## src/rtl/i2f_pkg.sv

```systemverilog
package i2f_pkg;

    localparam int XLEN   = 64;
    localparam int HALF   = XLEN / 2;
    localparam int DFRAC  = 52;
    localparam int SFRAC  = 23;
    localparam int DEXPW  = 11;
    localparam int DBIAS  = 1023;
    localparam int CNTW   = $clog2(XLEN) + 1;
    localparam int CLSW   = 5;

    typedef enum logic [1:0] {
        IT_S32 = 2'd0,
        IT_U32 = 2'd1,
        IT_S64 = 2'd2,
        IT_U64 = 2'd3
    } int_type_e;

    typedef enum logic [1:0] {
        RM_NEAR = 2'd0,
        RM_ZERO = 2'd1,
        RM_PINF = 2'd2,
        RM_NINF = 2'd3
    } rmode_e;

    localparam logic [CLSW-1:0] CLS_PZERO = 5'b00010;
    localparam logic [CLSW-1:0] CLS_PNORM = 5'b00100;
    localparam logic [CLSW-1:0] CLS_NNORM = 5'b01000;

    typedef struct packed {
        logic            valid;
        logic [XLEN-1:0] res;
        logic [CLSW-1:0] cls;
        logic            fr;
        logic            fi;
        logic            we;
        logic            rec;
    } i2f_out_t;

endpackage

```

## src/rtl/i2f_operand.sv

```systemverilog
module i2f_operand
    import i2f_pkg::*;
#(
    parameter int W = XLEN
) (
    input  logic [W-1:0] src_i,
    input  logic [1:0]   int_type_i,
    output logic [W-1:0] mag_o,
    output logic         neg_o,
    output logic         zero_o
);
    localparam int HW = W / 2;

    logic [W-1:0] ext;
    logic         sgn;
    int_type_e    ityp;

    always_comb begin
        ityp = int_type_e'(int_type_i);
        unique case (ityp)
            IT_S32: begin
                ext = {{HW{src_i[HW-1]}}, src_i[HW-1:0]};
                sgn = src_i[HW-1];
            end
            IT_U32: begin
                ext = {{HW{1'b0}}, src_i[HW-1:0]};
                sgn = 1'b0;
            end
            IT_S64: begin
                ext = src_i;
                sgn = src_i[W-1];
            end
            default: begin
                ext = src_i;
                sgn = 1'b0;
            end
        endcase
        // two's complement negate; the most negative value maps to its own
        // bit pattern, which read as unsigned is the correct magnitude
        mag_o  = sgn ? (~ext + 1'b1) : ext;
        neg_o  = sgn;
        zero_o = (ext == '0);
    end

endmodule

```

## src/rtl/i2f_lzc.sv

```systemverilog
module i2f_lzc #(
    parameter int W  = 64,
    parameter int CW = $clog2(W) + 1
) (
    input  logic [W-1:0]  vec_i,
    output logic [CW-1:0] cnt_o
);
    always_comb begin
        cnt_o = CW'(W);
        for (int i = 0; i < W; i++) begin
            if (vec_i[i]) cnt_o = CW'(W - 1 - i);
        end
    end
endmodule

```

## src/rtl/i2f_round.sv

```systemverilog
module i2f_round #(
    parameter int W      = 64,
    parameter int FRAC_W = 52
) (
    input  logic [W-1:0]      norm_i,
    input  logic              neg_i,
    input  logic [1:0]        rmode_i,
    output logic [FRAC_W-1:0] frac_o,
    output logic              carry_o,
    output logic              inc_o,
    output logic              inexact_o
);
    import i2f_pkg::*;

    localparam int GPOS = W - 2 - FRAC_W;

    logic [FRAC_W-1:0] keep;
    logic              guard;
    logic              sticky;
    logic [FRAC_W:0]   sum;
    rmode_e            rm;

    always_comb begin
        rm     = rmode_e'(rmode_i);
        keep   = norm_i[W-2 -: FRAC_W];
        guard  = norm_i[GPOS];
        sticky = |norm_i[GPOS-1:0];
        unique case (rm)
            RM_NEAR: inc_o = guard & (sticky | keep[0]);
            RM_ZERO: inc_o = 1'b0;
            RM_PINF: inc_o = (guard | sticky) & ~neg_i;
            default: inc_o = (guard | sticky) & neg_i;
        endcase
        inexact_o = guard | sticky;
        sum       = {1'b0, keep} + {{FRAC_W{1'b0}}, inc_o};
        carry_o   = sum[FRAC_W];
        frac_o    = sum[FRAC_W-1:0];
    end
endmodule

```

## src/rtl/i2f_convert.sv

```systemverilog
module i2f_convert
    import i2f_pkg::*;
(
    input  logic        clk_i,
    input  logic        rst_ni,
    input  logic        in_valid_i,
    input  logic [63:0] src_i,
    input  logic [1:0]  int_type_i,
    input  logic [1:0]  prec_rec_i,
    input  logic [1:0]  rmode_i,
    output logic        out_valid_o,
    output logic [63:0] result_o,
    output logic [4:0]  class_o,
    output logic        frac_rnd_o,
    output logic        inexact_o,
    output logic        flag_we_o,
    output logic        rec_o
);
    localparam logic [DEXPW-1:0] TOP_EXP = DEXPW'(DBIAS + XLEN - 1);
    localparam int               PADW    = DFRAC - SFRAC;

    logic [XLEN-1:0]  mag;
    logic             neg;
    logic             zero;
    logic [CNTW-1:0]  lz;
    logic [XLEN-1:0]  norm;

    logic [DFRAC-1:0] d_frac;
    logic             d_carry, d_inc, d_inx;
    logic [SFRAC-1:0] s_frac;
    logic             s_carry, s_inc, s_inx;

    i2f_out_t r_d, r_q;

    i2f_operand #(.W(XLEN)) u_opnd (
        .src_i      (src_i),
        .int_type_i (int_type_i),
        .mag_o      (mag),
        .neg_o      (neg),
        .zero_o     (zero)
    );

    i2f_lzc #(.W(XLEN), .CW(CNTW)) u_lzc (
        .vec_i (mag),
        .cnt_o (lz)
    );

    assign norm = mag << lz;

    i2f_round #(.W(XLEN), .FRAC_W(DFRAC)) u_rnd_dbl (
        .norm_i    (norm),
        .neg_i     (neg),
        .rmode_i   (rmode_i),
        .frac_o    (d_frac),
        .carry_o   (d_carry),
        .inc_o     (d_inc),
        .inexact_o (d_inx)
    );

    i2f_round #(.W(XLEN), .FRAC_W(SFRAC)) u_rnd_sgl (
        .norm_i    (norm),
        .neg_i     (neg),
        .rmode_i   (rmode_i),
        .frac_o    (s_frac),
        .carry_o   (s_carry),
        .inc_o     (s_inc),
        .inexact_o (s_inx)
    );

    always_comb begin
        logic             single;
        logic             exact_path;
        logic             carry;
        logic [DEXPW-1:0] exp_b;
        logic [DFRAC-1:0] frac;

        r_d       = r_q;
        r_d.valid = 1'b0;

        single     = prec_rec_i[1];
        exact_path = ~int_type_i[1] & ~single;
        carry      = single ? s_carry : d_carry;
        frac       = single ? {s_frac, {PADW{1'b0}}} : d_frac;
        exp_b      = TOP_EXP - DEXPW'(lz) + DEXPW'(carry);

        if (in_valid_i) begin
            r_d.valid = 1'b1;
            r_d.rec   = prec_rec_i[0];
            r_d.we    = ~exact_path;
            if (zero) begin
                r_d.res = '0;
                r_d.cls = CLS_PZERO;
                r_d.fr  = 1'b0;
                r_d.fi  = 1'b0;
            end else begin
                r_d.res = {neg, exp_b, frac};
                r_d.cls = neg ? CLS_NNORM : CLS_PNORM;
                r_d.fr  = ~exact_path & (single ? s_inc : d_inc);
                r_d.fi  = ~exact_path & (single ? s_inx : d_inx);
            end
        end
    end

    always_ff @(posedge clk_i or negedge rst_ni) begin
        if (!rst_ni) r_q <= '0;
        else         r_q <= r_d;
    end

    assign out_valid_o = r_q.valid;
    assign result_o    = r_q.res;
    assign class_o     = r_q.cls;
    assign frac_rnd_o  = r_q.fr;
    assign inexact_o   = r_q.fi;
    assign flag_we_o   = r_q.we;
    assign rec_o       = r_q.rec;

    // one-cycle latency
    a_r10_latency: assert property (@(posedge clk_i) disable iff (!rst_ni)
        in_valid_i |=> out_valid_o);

    // exact 32-bit to double path never requests a status update
    a_r3_exact_no_update: assert property (@(posedge clk_i) disable iff (!rst_ni)
        (in_valid_i && !int_type_i[1] && !prec_rec_i[1])
            |=> (!flag_we_o && !frac_rnd_o && !inexact_o));

    // all other paths do request one
    a_r3_rounding_update: assert property (@(posedge clk_i) disable iff (!rst_ni)
        (in_valid_i && (int_type_i[1] || prec_rec_i[1])) |=> flag_we_o);

    // a magnitude increase is always inexact
    a_r5_fr_inexact: assert property (@(posedge clk_i) disable iff (!rst_ni)
        (out_valid_o && frac_rnd_o) |-> inexact_o);

    // single results carry no precision beyond 24 bits
    a_r6_single_low_zero: assert property (@(posedge clk_i) disable iff (!rst_ni)
        (in_valid_i && prec_rec_i[1]) |=> (result_o[PADW-1:0] == '0));

    // exactly one class bit, and its sign agrees with the result
    a_r9_class_onehot: assert property (@(posedge clk_i) disable iff (!rst_ni)
        out_valid_o |-> ($countones(class_o) == 1));
    a_r9_class_sign: assert property (@(posedge clk_i) disable iff (!rst_ni)
        out_valid_o |-> (result_o[63] == class_o[3]));

    // record bit returned with the result
    a_r2_rec_pass: assert property (@(posedge clk_i) disable iff (!rst_ni)
        in_valid_i |=> (rec_o == $past(prec_rec_i[0])));

endmodule

```

## config.mk

```make
export PLATFORM = sky130hd
export DESIGN_NAME = i2f_convert
export DESIGN_NICKNAME = d
export VERILOG_FILES = /design/src/rtl/i2f_pkg.sv /design/src/rtl/i2f_operand.sv /design/src/rtl/i2f_lzc.sv /design/src/rtl/i2f_round.sv /design/src/rtl/i2f_convert.sv
export SDC_FILE = /design/constraint.sdc
export NUM_CORES = 1
export LEC_CHECK = 0
export BUFFER_PORTS_ARGS = -buffer_cell sky130_fd_sc_hd__buf_2
export CORE_MARGIN = 3
export CORE_UTILIZATION = 50
export CTS_CLUSTER_SIZE = 40
export DETAILED_ROUTE_END_ITERATION = 12
export HOLD_SLACK_MARGIN = 0.15
export PLACE_DENSITY = 0.7
export SKIP_CTS_REPAIR_TIMING = 1
export SLEW_MARGIN = 20
export SYNTH_ARGS = -nofsm -noshare
export SYNTH_HDL_FRONTEND = slang
export SYNTH_SLANG_ARGS = --single-unit
export TNS_END_PERCENT = 1
```

## constraint.sdc

```tcl
create_clock -name clk_i -period 0.8 [get_ports clk_i]
set_input_delay 0.16 -clock clk_i [delete_from_list [all_inputs] [get_ports clk_i]]
set_output_delay 0.16 -clock clk_i [all_outputs]
set_load 0.01 [all_outputs]
```

==> flow_metrics.py, run 1 <==
metrics = {
    "placement": {
        "placed_cells": 3490,
        "detailed_place_hpwl_um": 67300,
        "numPortBuffers": 144,
        "gp_congestion": 1.33,
        "dp_slack_ps": -7560,
        "placed_cell_area_mm2": 0.0236,
    },
    "synthesis": {
        "ys.warnings.count": 0,
        "syn_area_mm2": 0.0153,
        "post_synth.cell_area_avg_um2": 7.07,
        "synth_cells": 2165,
        "synth_edf_count": 0,
        "async_reset_ff_frac": 1.00,
        "seq_area_frac_synth": 0.116,
        "synthFlopType": "dfrtp_1",
        "synth_cell_types": 110,
        "yosys_register_bits": 71,
    },
    "cts": {
        "clock_sinks": 71,
        "clockRootBuffer": "clkbuf_16",
        "numCtsBuffers": 9,
        "htree_levels": 3,
        "clk_path_buf_depth": 2,
    },
    "global_route": {
        "grt-ovfl-total": 50,
        "grt_use_total": 0.787,
        "grt_max_degree": 72,
    },
    "sta": {
        "worst_endpoint_kind": "register data pin",
        "crit_endpoint": "result_o[60]$_DFFE_PN0P_/D",
    },
    "floorplanning": {
        "pin_count": 147,
        "dieHeight_um": 181,
        "row_count": 63,
        "initial_core_util": 0.513,
        "die_w_um": 181,
    },
    "run_status": {
        "status": "aborted with a tool error",
        "toolErrorMsg": "[ERROR GRT-0232] Routing congestion too high. Check the congestion heatmap in the GUI.",
        "stop_stage": "5_1_grt",
    },
}
-- synthesized netlist by cell type (all sizes together) (29+ instances only) --
| cell | count | share of area |
|---|---|---|
| o21ai | 121 | 0.040 |
| inv | 30 | 0.0074 |
| and2 | 33 | 0.013 |
| nand3 | 91 | 0.030 |
| xnor2 | 92 | 0.053 |
| a22o | 46 | 0.026 |
| a211oi | 48 | 0.024 |
| nor4 | 49 | 0.023 |
| nand2 | 181 | 0.045 |
| buf | 63 | 0.021 |
| a21oi | 113 | 0.038 |
| mux2i | 62 | 0.041 |
| xor2 | 37 | 0.021 |
| nor3 | 84 | 0.029 |
| a31oi | 40 | 0.016 |
| dfrtp | 71 | 0.12 |
| clkbuf | 121 | 0.030 |
| nor2 | 172 | 0.042 |
| o22ai | 39 | 0.016 |
| nand4 | 52 | 0.021 |
| o211ai | 76 | 0.038 |
| or3 | 29 | 0.012 |
-- logic make-up after synthesis --
group | synth area share
other cells | 0.000245
buf+inv | 0.0576
flops | 0.116
fa+ha+maj | 0.00654
compound gates | 0.396
simple gates | 0.281
xor+xnor | 0.0738
mux | 0.0690
-- layer usage --
| layer | GRT overflow | track usage |
|---|---|---|
| met1 | 3 | 0.777 |
| met2 | 23 | 0.909 |
| met3 | 1 | 0.721 |
| met4 | 23 | 0.739 |
| met5 | 0 | 0.410 |
-- through the flow --
step                setup TNS, ps  hold slack (ps)
floorplan                 -379240             -136
global placement          -408260              198
detailed placement        -420680              211
CTS                       -419980             -149
==> run 2: changes to the inputs <==
- CORE_UTILIZATION: 50 -> 35
- CTS_CLUSTER_SIZE: 40 -> unset
- HOLD_SLACK_MARGIN: 0.15 -> unset
- PLACE_DENSITY: 0.7 -> unset
- PLACE_DENSITY_LB_ADDON: unset -> 0.15
==> flow_metrics.py, run 2 <==
metrics = {
    "run_status": {
        "status": "finished with violations",
        "violations": "negative setup slack",
    },
    "sta": {
        "fin_crit_ps": 8030,
        "tns_ps": -418510,
        "min_period_over_period": 10.0,
        "setup_slack_ps": -7230,
        "worst_slew_pin_slew_ps": 880,
        "hold_viol": 0,
        "max-slew-margin-rel": 0.410,
        "fin_skew_ps": 0,
        "maxSlewViolCount": 0,
        "rsz0062_at_grt": "yes",
        "fmax_mhz": 125,
        "setup_viol": 141,
    },
    "critical_path": {
        "cp.required_ps": 1040,
        "rr_worst_depth": 2,
        "cp_common_cell": "buf_6",
        "max_stage_delay_ps": 610,
        "cp_max_fo": 6,
        "crit_type": "input pin to flop",
        "critPathBufInv": 9,
        "cp_data_arrival_time_ps": 8270,
        "slowest_stage": "or4b_4",
        "crit_family": "simple AND/OR/NAND/NOR gates",
        "path_depth": 37,
        "critPathLaunchType": "input pin",
        "endpoint_kind": "flop",
    },
    "synthesis": {
        "syn_area_mm2": 0.0153,
        "seq_area_frac_synth": 0.116,
        "synth_cell_types": 110,
        "ys.warnings.count": 0,
        "yosys-top-cells-area": "dfrtp_1 12%, xnor2_1 5.3%, nand2_1 4.4%",
        "ys_top_cells_by_count": "180 x nand2_1, 171 x nor2_1, 121 x clkbuf_1",
        "synth_edf_count": 0,
        "yosysTopAreaCellShare": 0.116,
        "yosys_register_bits": 71,
        "synthFlopType": "dfrtp_1",
        "yosysMostFrequentCell": "nand2_1",
        "post_synth.cell_area_avg_um2": 7.07,
        "synth_top_area_cell": "dfrtp_1",
        "async_reset_ff_frac": 1.00,
        "synth_cells": 2165,
    },
    "layout": {
        "nets": 3295,
        "mostFrequentLayoutCells": "1,031 x buf_4, 177 x nand2_1, 161 x nor2_1",
        "final_layout_size_suffix_gt1_frac": 0.462,
        "area_growth_pct": 69.0,
        "layout_commonest_cell": "buf_4",
        "largest_register_ffs": 63,
        "final_area_mm2": 0.0259,
    },
    "placement": {
        "placed_cell_area_mm2": 0.0244,
        "numPortBuffers": 144,
        "gp_congestion": 1.07,
        "dp_slack_ps": -8190,
        "detailed_place_hpwl_um": 79900,
    },
    "drt": {
        "drcViolationCount": 0,
        "dr.pass1.iters": 6,
        "drtIter0Drc": 3143,
        "vias": 24100,
        "post_drt_wl_per_cell_um": 25.5,
        "drtAntennaViolNets": 0,
        "routed_via_density": 6.35,
        "wirelength_um": 96700,
    },
    "run": {
        "maxCapViolations": 0,
    },
    "floorplanning": {
        "pin_count": 147,
        "dieArea_mm2": 0.0463,
        "dieHeight_um": 215,
        "row_count": 75,
        "initial_core_util": 0.359,
        "die_w_um": 215,
        "core_area_mm2": 0.0426,
    },
    "cts": {
        "cts_tree": "built",
        "clock_sinks": 71,
        "htree_levels": 3,
        "clockRootBuffer": "clkbuf_16",
        "clkLatencyLatePin_ps": 350,
        "numCtsBuffers": 9,
        "clk_path_buf_depth": 2,
        "path_clk_slew_ps": 60,
    },
    "power": {
        "leakagePower_uw": 0.0113,
        "p_per_area_mw_per_mm2": 1700,
        "vdd_drop_max_uv": 1220,
    },
    "global_route": {
        "grt-ovfl-total": 0,
        "grt_antenna_before_repair": 1,
        "grt_pass1_wl_um": 141000,
        "grt_use_total": 0.392,
        "grt_max_degree": 34,
        "grt_pass1_vias": 22700,
    },
    "worst_hold_path": {
        "hold_class": "input pin to flop",
        "min_delay_path_depth": 2,
    },
}
## run 2: worst paths after layout
| path | from | endpoint | slack, ps |
|---|---|---|---|
| worst max-delay path | src_i[46] | result_o[58] | -7230 |
| worst min-delay path | prec_rec_i[0] | rec_o | 50 |
| worst max register to register | frac_rnd_o | frac_rnd_o | -20 |
| worst min register to register | result_o[19] | result_o[19] | 490 |
| max in group asynchronous | rst_ni | result_o[8] | 200 |
| min in group asynchronous | rst_ni | result_o[46] | 180 |
## run 2: metal layers
metal  track usage  up-vias  part of all wire  routed length, um
met4         0.142        0             0.045               4370
met3        0.0984      319              0.11              10700
met5             0        -                 0                  0
met2         0.603     1411              0.43              41500
met1         0.532    11700              0.41              40100
li1              -    10700                 -                  -
## run 2: power breakdown
part	switching [uW]	internal, uW
Clock	1760	2160
Combinational	19000	16100
Sequential	512	4390
## run 2: layout make-up
type                       instances  area [um2]
clock inverter                     7        62.6
inverter                          30         130
fill                            4037       16700
timing repair buffer            1221        9220
clock buffer                       9         225
multi-input combinational       1881       13700
tap                              577         722
antenna                            2        5.00
sequential                        71        1780
## run 2: worst register-to-register path: cells and delay by family (launching register included)
kind	cells	cell delay, ps
DFF	1	400
AOI/OAI and AO/OA	2	300
## run 2: through the flow
step / instances / util / total power, uW / hold WS [ps]
CTS: 3765 / 0.579 / 40900 / -368
floorplan: 2166 / - / 19600 / -136
global placement: 3749 / 0.573 / 36700 / 6.34
finish: 3798 / 0.607 / 44000 / 46.5
global route: 3796 / 0.607 / 45700 / 41.2
detailed placement: 3749 / 0.573 / 36800 / 12.9
## run 2: kinds of logic (layout without fill, tap and decap cells)
| family | count (synthesis) | in the layout | synth area share |
|---|---|---|---|
| AOI/OAI and AO/OA | 825 | 825 | 0.396 |
| and+or+nand+nor | 824 | 824 | 0.281 |
| buffers and inverters | 214 | 1267 | 0.0576 |
| xor gates and xnor gates | 129 | 129 | 0.0738 |
| muxes | 93 | 93 | 0.0690 |
| DFF | 71 | 71 | 0.116 |
| adders and majority gates | 8 | 8 | 0.00654 |
| other | 1 | 4 | 0.000245 |
(Power assumes the default switching activity.)
